**src/rtl/pwm_pkg.sv**
```systemverilog
package pwm_pkg;
    parameter int ADDR_W = 12;
    parameter int DATA_W = 32;
    parameter int PER_W  = 13;
    parameter int PSC_W  = 3;

    localparam int MODE_BIT = 15;

    localparam logic [ADDR_W-1:0] GEN_ADDR   = ADDR_W'('h000);
    localparam logic [ADDR_W-1:0] CKSEL_ADDR = ADDR_W'('h210);
    localparam logic [ADDR_W-1:0] OFF_CTRL   = ADDR_W'('h00);
    localparam logic [ADDR_W-1:0] OFF_PER    = ADDR_W'('h2C);
    localparam logic [ADDR_W-1:0] OFF_THR    = ADDR_W'('h30);

    typedef struct packed {
        logic             mode;
        logic [PSC_W-1:0] psc;
        logic [PER_W-1:0] per;
        logic [PER_W-1:0] thr;
    } chan_cfg_t;

    // Window bases: even 0x40 stride from 0x010, except the last channel.
    function automatic logic [ADDR_W-1:0] win_base(input int ch);
        if (ch == 7) begin
            return ADDR_W'('h220);
        end
        return ADDR_W'('h010 + 'h040 * ch);
    endfunction
endpackage

```
**src/rtl/pwm_regs.sv**
```systemverilog
module pwm_regs import pwm_pkg::*; #(
    parameter int NCH = 8
) (
    input  logic                   clk,
    input  logic                   rst,
    input  logic                   wr_en,
    input  logic                   rd_en,
    input  logic [ADDR_W-1:0]      addr,
    input  logic [DATA_W-1:0]      wdata,
    output logic [DATA_W-1:0]      rdata,
    output logic [NCH-1:0]         en_o,
    output logic                   ref_sel_o,
    output chan_cfg_t [NCH-1:0]    cfg_o
);
    logic [NCH-1:0][DATA_W-1:0] ch_rd;
    logic [DATA_W-1:0]          rd_mux;
    logic                       unused_wdata;

    assign unused_wdata = ^wdata;

    // Global enable and clock select
    always_ff @(posedge clk) begin
        if (rst) begin
            en_o      <= '0;
            ref_sel_o <= 1'b0;
        end else if (wr_en) begin
            if (addr == GEN_ADDR)   en_o      <= wdata[NCH-1:0];
            if (addr == CKSEL_ADDR) ref_sel_o <= |wdata;
        end
    end

    for (genvar c = 0; c < NCH; c++) begin : g_ch
        localparam logic [ADDR_W-1:0] BASE = win_base(c);
        logic              hit_ctrl, hit_per, hit_thr;
        chan_cfg_t         cfg_q;
        logic [DATA_W-1:0] rd_c;

        assign hit_ctrl = (addr == BASE + OFF_CTRL);
        assign hit_per  = (addr == BASE + OFF_PER);
        assign hit_thr  = (addr == BASE + OFF_THR);

        always_ff @(posedge clk) begin
            if (rst) begin
                cfg_q <= '0;
            end else if (wr_en) begin
                if (hit_ctrl) begin
                    cfg_q.mode <= wdata[MODE_BIT];
                    cfg_q.psc  <= wdata[PSC_W-1:0];
                end
                if (hit_per) cfg_q.per <= wdata[PER_W-1:0];
                if (hit_thr) cfg_q.thr <= wdata[PER_W-1:0];
            end
        end

        always_comb begin
            rd_c = '0;
            if (hit_ctrl) begin
                rd_c[MODE_BIT]    = cfg_q.mode;
                rd_c[PSC_W-1:0]   = cfg_q.psc;
            end
            if (hit_per) rd_c[PER_W-1:0] = cfg_q.per;
            if (hit_thr) rd_c[PER_W-1:0] = cfg_q.thr;
        end

        assign cfg_o[c] = cfg_q;
        assign ch_rd[c] = rd_c;
    end

    always_comb begin
        rd_mux = '0;
        if (addr == GEN_ADDR)   rd_mux[NCH-1:0] = en_o;
        if (addr == CKSEL_ADDR) rd_mux[0]       = ref_sel_o;
        for (int c = 0; c < NCH; c++) begin
            rd_mux = rd_mux | ch_rd[c];
        end
    end

    always_ff @(posedge clk) begin
        if (rst)        rdata <= '0;
        else if (rd_en) rdata <= rd_mux;
    end
endmodule

```
**src/rtl/pwm_chan.sv**
```systemverilog
module pwm_chan import pwm_pkg::*; (
    input  logic      clk,
    input  logic      rst,
    input  logic      run,
    input  logic      tick,
    input  chan_cfg_t cfg,
    output logic      pwm
);
    localparam int PRE_W = 2 ** PSC_W;

    chan_cfg_t        act_q;
    logic [PRE_W-1:0] pre_q;
    logic [PRE_W-1:0] pre_lim;
    logic [PER_W-1:0] cnt_q;
    logic [PER_W:0]   cnt_inc;
    logic             step, at_end;
    logic             unused_mode;

    assign unused_mode = act_q.mode;
    assign pre_lim     = PRE_W'((32'd1 << act_q.psc) - 32'd1);
    assign step        = tick && (pre_q == pre_lim);
    assign cnt_inc     = {1'b0, cnt_q} + (PER_W+1)'(1);
    assign at_end      = (cnt_inc >= {1'b0, act_q.per});

    always_ff @(posedge clk) begin
        if (rst) begin
            pre_q <= '0;
            cnt_q <= '0;
            act_q <= '0;
        end else if (!run) begin
            pre_q <= '0;
            cnt_q <= '0;
            act_q <= cfg;
        end else if (step) begin
            pre_q <= '0;
            if (at_end) begin
                cnt_q <= '0;
                act_q <= cfg;
            end else begin
                cnt_q <= cnt_inc[PER_W-1:0];
            end
        end else if (tick) begin
            pre_q <= pre_q + PRE_W'(1);
        end
    end

    assign pwm = run && (cnt_q < act_q.thr);
endmodule

```
**src/rtl/pwm_bank.sv**
```systemverilog
module pwm_bank import pwm_pkg::*; #(
    parameter int NCH = 8
) (
    input  logic              clk,
    input  logic              rst,
    input  logic              wr_en,
    input  logic              rd_en,
    input  logic [ADDR_W-1:0] addr,
    input  logic [DATA_W-1:0] wdata,
    input  logic              ref_tick,
    output logic [DATA_W-1:0] rdata,
    output logic [NCH-1:0]    pwm_out
);
    logic [NCH-1:0]      en_vec;
    logic                ref_sel;
    chan_cfg_t [NCH-1:0] cfg_vec;
    logic                tick;

    assign tick = ref_sel ? ref_tick : 1'b1;

    pwm_regs #(.NCH(NCH)) u_regs (
        .clk       (clk),
        .rst       (rst),
        .wr_en     (wr_en),
        .rd_en     (rd_en),
        .addr      (addr),
        .wdata     (wdata),
        .rdata     (rdata),
        .en_o      (en_vec),
        .ref_sel_o (ref_sel),
        .cfg_o     (cfg_vec)
    );

    for (genvar c = 0; c < NCH; c++) begin : g_chan
        pwm_chan u_chan (
            .clk  (clk),
            .rst  (rst),
            .run  (en_vec[c] & cfg_vec[c].mode),
            .tick (tick),
            .cfg  (cfg_vec[c]),
            .pwm  (pwm_out[c])
        );
    end
endmodule

```
**config.mk**
```make
export PLATFORM = sky130hd
export DESIGN_NAME = pwm_bank
export DESIGN_NICKNAME = d
export VERILOG_FILES = /design/src/rtl/pwm_pkg.sv /design/src/rtl/pwm_regs.sv /design/src/rtl/pwm_chan.sv /design/src/rtl/pwm_bank.sv
export SDC_FILE = /design/constraint.sdc
export NUM_CORES = 2
export LEC_CHECK = 0
export BUFFER_PORTS_ARGS = -buffer_cell sky130_fd_sc_hd__buf_2
export CAP_MARGIN = 20
export CORE_MARGIN = 5
export CORE_UTILIZATION = 60
export CTS_BUF_LIST = sky130_fd_sc_hd__clkbuf_8
export DETAILED_ROUTE_END_ITERATION = 12
export HOLD_SLACK_MARGIN = 0.15
export PLACE_DENSITY_LB_ADDON = 0.1
export SYNTH_ARGS = -nofsm -noshare
export SYNTH_HDL_FRONTEND = slang
export SYNTH_HIERARCHICAL = 1
export SYNTH_SLANG_ARGS = --single-unit
```
**constraint.sdc**
```tcl
create_clock -name clk -period 9.4 [get_ports clk]
set_input_delay 1.41 -clock clk [delete_from_list [all_inputs] [get_ports clk]]
set_output_delay 1.41 -clock clk [all_outputs]
set_load 0.02 [all_outputs]
```
* Word level (Yosys, flattened, before mapping)
Index checks and enable logic that the tools add are counted.
** Word-level totals
- Input bits :: 49
- Word-level logic and storage cells :: 331
- Bits in registers :: 681
- Output and inout port bits :: 40
** Operators by class
- Mux-type cells :: 67
- Bitwise operators :: 24
- Eq/ne operators :: 49
- Shifts and indexed selects :: 8
- Add/subtract/negate cells :: 24
- $lt $le $gt $ge :: 16
- Reductions and logical operators :: 68
** Operators by type and width (number)
- 2-to-1 mux 29 bit :: 24
- 2-to-1 mux 13 bit :: 24
- OR 32 x 16 -> 32 bit :: 7
- equality test 12 x 9 -> 1 bit (second input constant) :: 10
- adder 13 x 1 -> 14 bit (second input constant) :: 8
- >= comparator 14 x 13 -> 1 bit :: 8
- less-than comparator 13 bit :: 8
- equality test 12 x 8 -> 1 bit (second input constant) :: 6
- AND reduction 2 bit :: 34
- adder 8 x 1 -> 8 bit (second input constant) :: 8
- equality test 8 bit :: 8
- left shift 1 x 3 -> 8 bit (first input constant) :: 8
- subtractor 8 x 1 -> 8 bit (second input constant) :: 8
- equality test 12 x 10 -> 1 bit (second input constant) :: 4
- equality test 12 x 7 -> 1 bit (second input constant) :: 3
- != test 2 bit (second input constant) :: 16
- OR reduction 32 bit :: 1
- 2-to-1 mux 3 bit :: 8
- OR reduction 3 bit :: 8
- logical AND 1 bit :: 16
- OR 8 x 16 -> 16 bit :: 1
- OR reduction 2 bit :: 8
- equality test 12 x 5 -> 1 bit (second input constant) :: 1
- equality test 12 x 6 -> 1 bit (second input constant) :: 1
- 5 further kinds :: 28

* Longest topological paths before layout
- Word-level depth :: 12
- Gate-level depth with buffers :: 16
- Depth with buffers taken out :: 14

* Modules after synthesis
Netlist, hierarchy kept.
** Modules (own cells, without submodules)
- pwm_chan (g_chan[0].u_chan ...) :: cells each 377, area an instance 3201.8 sq um, sequential area each 1001.0 sq um, instances 7
- pwm_regs :: cells each 1540, area an instance 11883.9 sq um, sequential area each 5265.0 sq um, instances 1
- pwm_chan (g_chan[4].u_chan) :: cells each 365, area an instance 3101.7 sq um, sequential area each 1001.0 sq um, instances 1
- pwm_bank :: cells each 9, area an instance 56.3 sq um, sequential area each 0.0 sq um, instances 1

* Least setup slack after synthesis
OpenSTA, ideal clock, no wires.
- Kind :: register to register
- Start point :: reg g_chan[4].u_chan.cnt_q[0]
- End point :: reg g_chan[4].u_chan/act_q[16] (netlist bit)
- Stages on the path, launching flop included :: 17
- Arrival time :: 3524 ps
- Library setup time :: 72 ps
- Path buffers :: 2
- Required time :: 9328 ps
- Period minus slack after synthesis :: 3595 ps
- Path slack :: 5805 ps
- Cell sequence :: dfxtp_1 ha_1 and3_1 and3_1 nand2_1 or3_1 xnor2_1 ha_1 and3_1 and3_1 and3_1 a221oi_2 a21oi_2 nor2b_1 buf_6 buf_6 mux2i_1
** Between the ends
- Word-level cells in the longest chain between the ends :: 4
** Ends and longest elaborated chain
- start, declared :: line pwm_chan.sv:14 : logic [PER_W-1:0] cnt_q;
- start signal, assigned :: line pwm_chan.sv:40 : cnt_q <= cnt_inc[PER_W-1:0];
- adder 13 x 1 -> 14 bit :: line pwm_chan.sv:22 : assign cnt_inc = {1'b0, cnt_q} + (PER_W+1)'(1);
- >= comparator 14 x 13 -> 1 bit :: line pwm_chan.sv:23 : assign at_end = (cnt_inc >= {1'b0, act_q.per});
- != test 2 bit (no line)
- AND reduction 2 bit (no line)
- end signal, assigned :: line pwm_chan.sv:33 : act_q <= cfg;
- end signal, assigned :: line pwm_chan.sv:38 : act_q <= cfg;
- end, declared :: line pwm_chan.sv:11 : chan_cfg_t act_q;
Every way passes these cells.
A chain may end at the register's enable or synchronous reset.

* Final worst setup path
- Start point :: reg g_chan[4].u_chan.cnt_q[0]
- End point :: reg g_chan[4].u_chan/act_q[13] (netlist bit)
The elaborated chain is that of the path after synthesis.

==> summary.md <==
| Metric | Value |
|---|---|
| Clk_skew | `0.0332 ns` |
| Mean area per synthesized cell | `8.23 um^2` |
| Post-CTS setup repair buffer count | `0` |
| Category of the worst setup path capture point | `flop` |
| Slew Viols, Final | `0` |
| Share of the clock period used by the worst path after layout | `47.4%` |
| Total power | `0.00581 W` |
| Cell area after synthesis | `37500 um^2` |
| Total number of vias | `32.4k` |
| Y dimension of the die | `260 um` |
| Data required time at the worst endpoint | `10.05 ns` |
| Most instantiated library cell after synthesis | `sky130_fd_sc_hd__dfxtp_1` |
| Starting density of the core | `60.6%` |
| Peak fanout along the critical path | `29` |
| Sink count of the clock tree | `663` |
| Number of buffers between clock root and the deepest sink | `3` |
| Maximum number of pins on one net before global-route repair | `175` |
| Slack of the worst reg-to-reg path | `4.94 ns` |
| Register bit total from synthesis | `663` |
| Slew at the pin closest to its max-slew limit | `1.15 ns` |
| Instance area after placement | `37700 um^2` |
| Library cell occupying the most area in the post-synthesis netlist | `sky130_fd_sc_hd__dfxtp_1` |
| Least setup slack across all paths after layout | `4.94 ns` |
| Final setup violating endpoints | `0` |
| Boundary Pins | `89` |
| Yosys warns | `6` |
| Final nets | `4758` |
| Leakage component of the power | `13.8 nW` |
| End point of the worst hold path | `g_chan[4].u_chan/act_q[21]$_SDFFE_PP0P_` |
| Startpoint Class | `flop` |
| Reported max-cap violation count | `0` |
| Status | `completed` |
| End of the worst register-to-register path | `g_chan[4].u_chan/act_q[13]$_SDFFE_PP0P_` |
| Tmin final | `4.46 ns` |
| Total congestion overflow | `0` |
| Top flip-flop cell by instance count after synthesis | `sky130_fd_sc_hd__dfxtp_1` |
| H-tree Lvls | `3` |
| Fraction of synthesis flops using an asynchronous set or reset pin | `0%` |
| Standard-cell row count | `91` |
| DRC errors left | `0` |
| Worst-case headroom to the max-slew limit | `23.4%` |
| Clock buffer count from CTS | `113` |
| Placed wire-length estimate | `78600 um` |
| Number of enable flip-flop cells after synthesis | `0` |
| Number of antenna violations at the first check in global routing | `9` |
| Power density over cell area | `144 nW/um^2` |
| Initial DRC Count | `4066` |
| Total wirelength of the detailed-routed design | `111000 um` |
| Final estimated routing congestion in global placement | `1.06` |
| Crit path buffers/inverters | `0` |
| Highest Clock Rate | `224 MHz` |
| TritonCTS clock tree | `done` |
| Critical path's top delay family | `simple AND/OR/NAND/NOR gates` |
| Number of fill cells | `5458` |
| Cell count after synthesis | `4553` |
| Worst IR drop on VDD | `125 uV` |
| Resized cells post-CTS | `0` |
| Area grow syn2layout | `7.45%` |
| Total GRT Usage | `31.7%` |
| Post-Route Setup TNS | `0 ns` |
| Clk root buf | `sky130_fd_sc_hd__clkbuf_8` |
| Setup repair after global routing missed its margin | `false` |
| Share of the synthesized area in the top cell type | `35.4%` |
| Final hold vios | `0` |
| Via count of the first global-routing pass | `29.6k` |
| DP Worst Slack | `4.89 ns` |
| Core Footprint | `61800 um^2` |
| Leading cell types by total area after synthesis | `sky130_fd_sc_hd__dfxtp_1 35%, sky130_fd_sc_hd__nand2b_1 8.2%, sky130_fd_sc_hd__mux2i_1 8.2%, sky130_fd_sc_hd__ha_1 7.2%, sky130_fd_sc_hd__nand2_1 6.1%` |
| Beginning of the worst register-to-register path | `g_chan[4].u_chan/cnt_q[0]$_SDFFE_PP0P_` |
| Cell depth of the worst hold path | `2` |
| Proportion of layout cells with a drive suffix above 1 | `7.40%` |
| Wire length of the first global-routing pass | `171000 um` |
| Post-detailed-route via-to-cell ratio | `5.97` |
| Yosys cell types | `88` |
| Number of nets with antenna violations after routing | `0` |
| Die extent in x | `260 um` |
| Slowest cell delay on critical path | `0.84 ns` |
| List of cells traversed by the critical path | `ha_1 -> and3_1 -> and3_1 -> nand2_1 -> or3_1 -> xnor2_1 -> ha_1 -> and3_1 -> and3_1 -> and3_1 -> a221oi_2 -> a21oi_2 -> nor2b_4 -> mux2i_1` |
| Slowest cell on the critical path | `sky130_fd_sc_hd__nor2b_4` |
| Cell types with the highest counts after synthesis | `663 x sky130_fd_sc_hd__dfxtp_1, 610 x sky130_fd_sc_hd__nand2_1, 493 x sky130_fd_sc_hd__nand2b_1, 378 x sky130_fd_sc_hd__a21oi_1, 308 x sky130_fd_sc_hd__mux2i_1` |
| Finished layout cell area | `40200 um^2` |
| Clock insertion delay at the later pin of the skew report | `0.73 ns` |
| Hold/Removal Path Class | `reg2reg` |
| Crit-path most repeated cell | `sky130_fd_sc_hd__and3_1` |
| Count of buffers inserted at the top-level ports | `70` |
| Share of synthesized area occupied by flip-flops and latches | `35.4%` |
| DIE AREA | `67500 um^2` |
| Count of hold-fix buffers inserted at cts | `0` |
| Total iterations of the first detailed-routing run | `7` |
| Crit Path Category | `reg2reg` |
| Arrival time of the worst setup path | `5.10 ns` |
| Start point of the worst hold path | `g_chan[4].u_chan/act_q[21]$_SDFFE_PP0P_` |
| Average detailed-routed wire length per instance | `20.5 um` |
| Register-to-Register Path Depth | `14` |
| Clock-pin slew on the worst setup and hold paths | `0.06 ns` |
[kinds of logic after synthesis]
| family | after synthesis | synth area share, % |
|---|---|---|
| XOR/XNOR | 114 | 2.67 |
| flip-flops | 663 | 35.4 |
| multiplexers | 314 | 8.41 |
| AO/OA/AOI/OAI | 828 | 14.3 |
| buffers and inverters | 572 | 6.68 |
| other | 1 | 0.0100 |
| AND/OR/NAND/NOR | 1845 | 25.3 |
| adder cells (fa/ha/maj) | 216 | 7.22 |
[how the worst max path moves through the flow]
stage | from | slack (ns) | depth (start not counted) | to
global route | g_chan[4].u_chan/cnt_q[0]$_SDFFE_PP0P_ | 4.63 | 14 | g_chan[4].u_chan/act_q[13]$_SDFFE_PP0P_
CTS | g_chan[4].u_chan/cnt_q[0]$_SDFFE_PP0P_ | 4.89 | 14 | g_chan[4].u_chan/act_q[13]$_SDFFE_PP0P_
detailed placement | addr[6] | 4.89 | 6 | u_regs/cfg_o[13]$_SDFFE_PP0P_
finish | g_chan[4].u_chan/cnt_q[0]$_SDFFE_PP0P_ | 4.94 | 14 | g_chan[4].u_chan/act_q[13]$_SDFFE_PP0P_
floorplan | g_chan[4].u_chan/cnt_q[0]$_SDFFE_PP0P_ | 5.80 | 16 | g_chan[4].u_chan/act_q[16]$_SDFFE_PP0P_
global placement | addr[6] | 4.93 | 6 | u_regs/cfg_o[14]$_SDFFE_PP0P_
[area by class of cell]
type | instances | area (um^2) | area share, %
diodes | 5 | 12.5 | 0.0311
repair buffers | 104 | 641 | 1.59
flip-flops and latches | 663 | 13300 | 33.0
clock buffers | 157 | 2160 | 5.37
clock inverters | 49 | 315 | 0.783
inverters | 276 | 1040 | 2.57
well taps | 837 | 1050 | 2.60
multi-input cells | 3335 | 21800 | 54.1
[cell usage in the layout, fill, tap and decap left out, types with 12 or more instances in the layout]
| cell | n |
|---|---|
| sky130_fd_sc_hd__a21boi_0 | 50 |
| sky130_fd_sc_hd__a21o_1 | 68 |
| sky130_fd_sc_hd__a21oi_1 | 378 |
| sky130_fd_sc_hd__a22oi_1 | 40 |
| sky130_fd_sc_hd__a31oi_1 | 16 |
| sky130_fd_sc_hd__and2_1 | 32 |
| sky130_fd_sc_hd__and3_1 | 31 |
| sky130_fd_sc_hd__and4_1 | 32 |
| sky130_fd_sc_hd__buf_2 | 69 |
| sky130_fd_sc_hd__buf_4 | 28 |
| sky130_fd_sc_hd__clkbuf_8 | 157 |
| sky130_fd_sc_hd__clkinv_2 | 17 |
| sky130_fd_sc_hd__conb_1 | 18 |
| sky130_fd_sc_hd__dfxtp_1 | 663 |
| sky130_fd_sc_hd__ha_1 | 216 |
| sky130_fd_sc_hd__inv_1 | 300 |
| sky130_fd_sc_hd__mux2i_1 | 308 |
| sky130_fd_sc_hd__nand2_1 | 610 |
| sky130_fd_sc_hd__nand2b_1 | 492 |
| sky130_fd_sc_hd__nand3_1 | 210 |
| sky130_fd_sc_hd__nand3b_1 | 12 |
| sky130_fd_sc_hd__nand4_1 | 83 |
| sky130_fd_sc_hd__nor2_1 | 220 |
| sky130_fd_sc_hd__nor2b_1 | 23 |
| sky130_fd_sc_hd__nor3_1 | 19 |
| sky130_fd_sc_hd__nor4_1 | 13 |
| sky130_fd_sc_hd__o2111ai_1 | 15 |
| sky130_fd_sc_hd__o21a_1 | 14 |
| sky130_fd_sc_hd__o21ai_0 | 83 |
| sky130_fd_sc_hd__o21bai_1 | 14 |
| sky130_fd_sc_hd__o22ai_1 | 25 |
| sky130_fd_sc_hd__xnor2_1 | 43 |
| sky130_fd_sc_hd__xor2_1 | 71 |
[tightest hold or removal path: stages (launching register included)]
cell and delay [ns]:
sky130_fd_sc_hd__dfxtp_1 0.30, sky130_fd_sc_hd__nand2b_1 0.06, sky130_fd_sc_hd__mux2i_1 0.06
[stage by stage]
stage | hold WS [ns] | util, % | std cells
CTS | 0.476 | 64.9 | 5410
floorplan | 0.445 | - | 4570
finish | 0.473 | 65.1 | 5426
global placement | 0.457 | 60.9 | 5204
global route | 0.490 | 65.1 | 5426
detailed placement | 0.465 | 60.9 | 5204
[per-layer routing]
layer	vias up	share of wire [%]	track usage, %
li1	15500	-	-
met1	15200	44	45.2
met2	1396	42	47.2
met3	282	9.5	6.76
met4	8	4.2	12.4
met5	-	0.057	0
[flip-flops by register name (all words and copies together), names as in the netlist]
name and flops:
u_regs/rdata 14, u_regs/cfg_o 240, g_chan.u_chan/act_q 232, u_regs/en_o 8, g_chan.u_chan/cnt_q 104, g_chan.u_chan/pre_q 64, u_regs/ref_sel_o 1
[where the power goes]
part,switching (W),total (W),internal (W)
clock network,0.00124,0.00280,0.00156
logic,0.000132,0.000186,0.0000548
registers,0.00000516,0.00282,0.00281
Note: power is estimated with default switching activity, not from simulation.
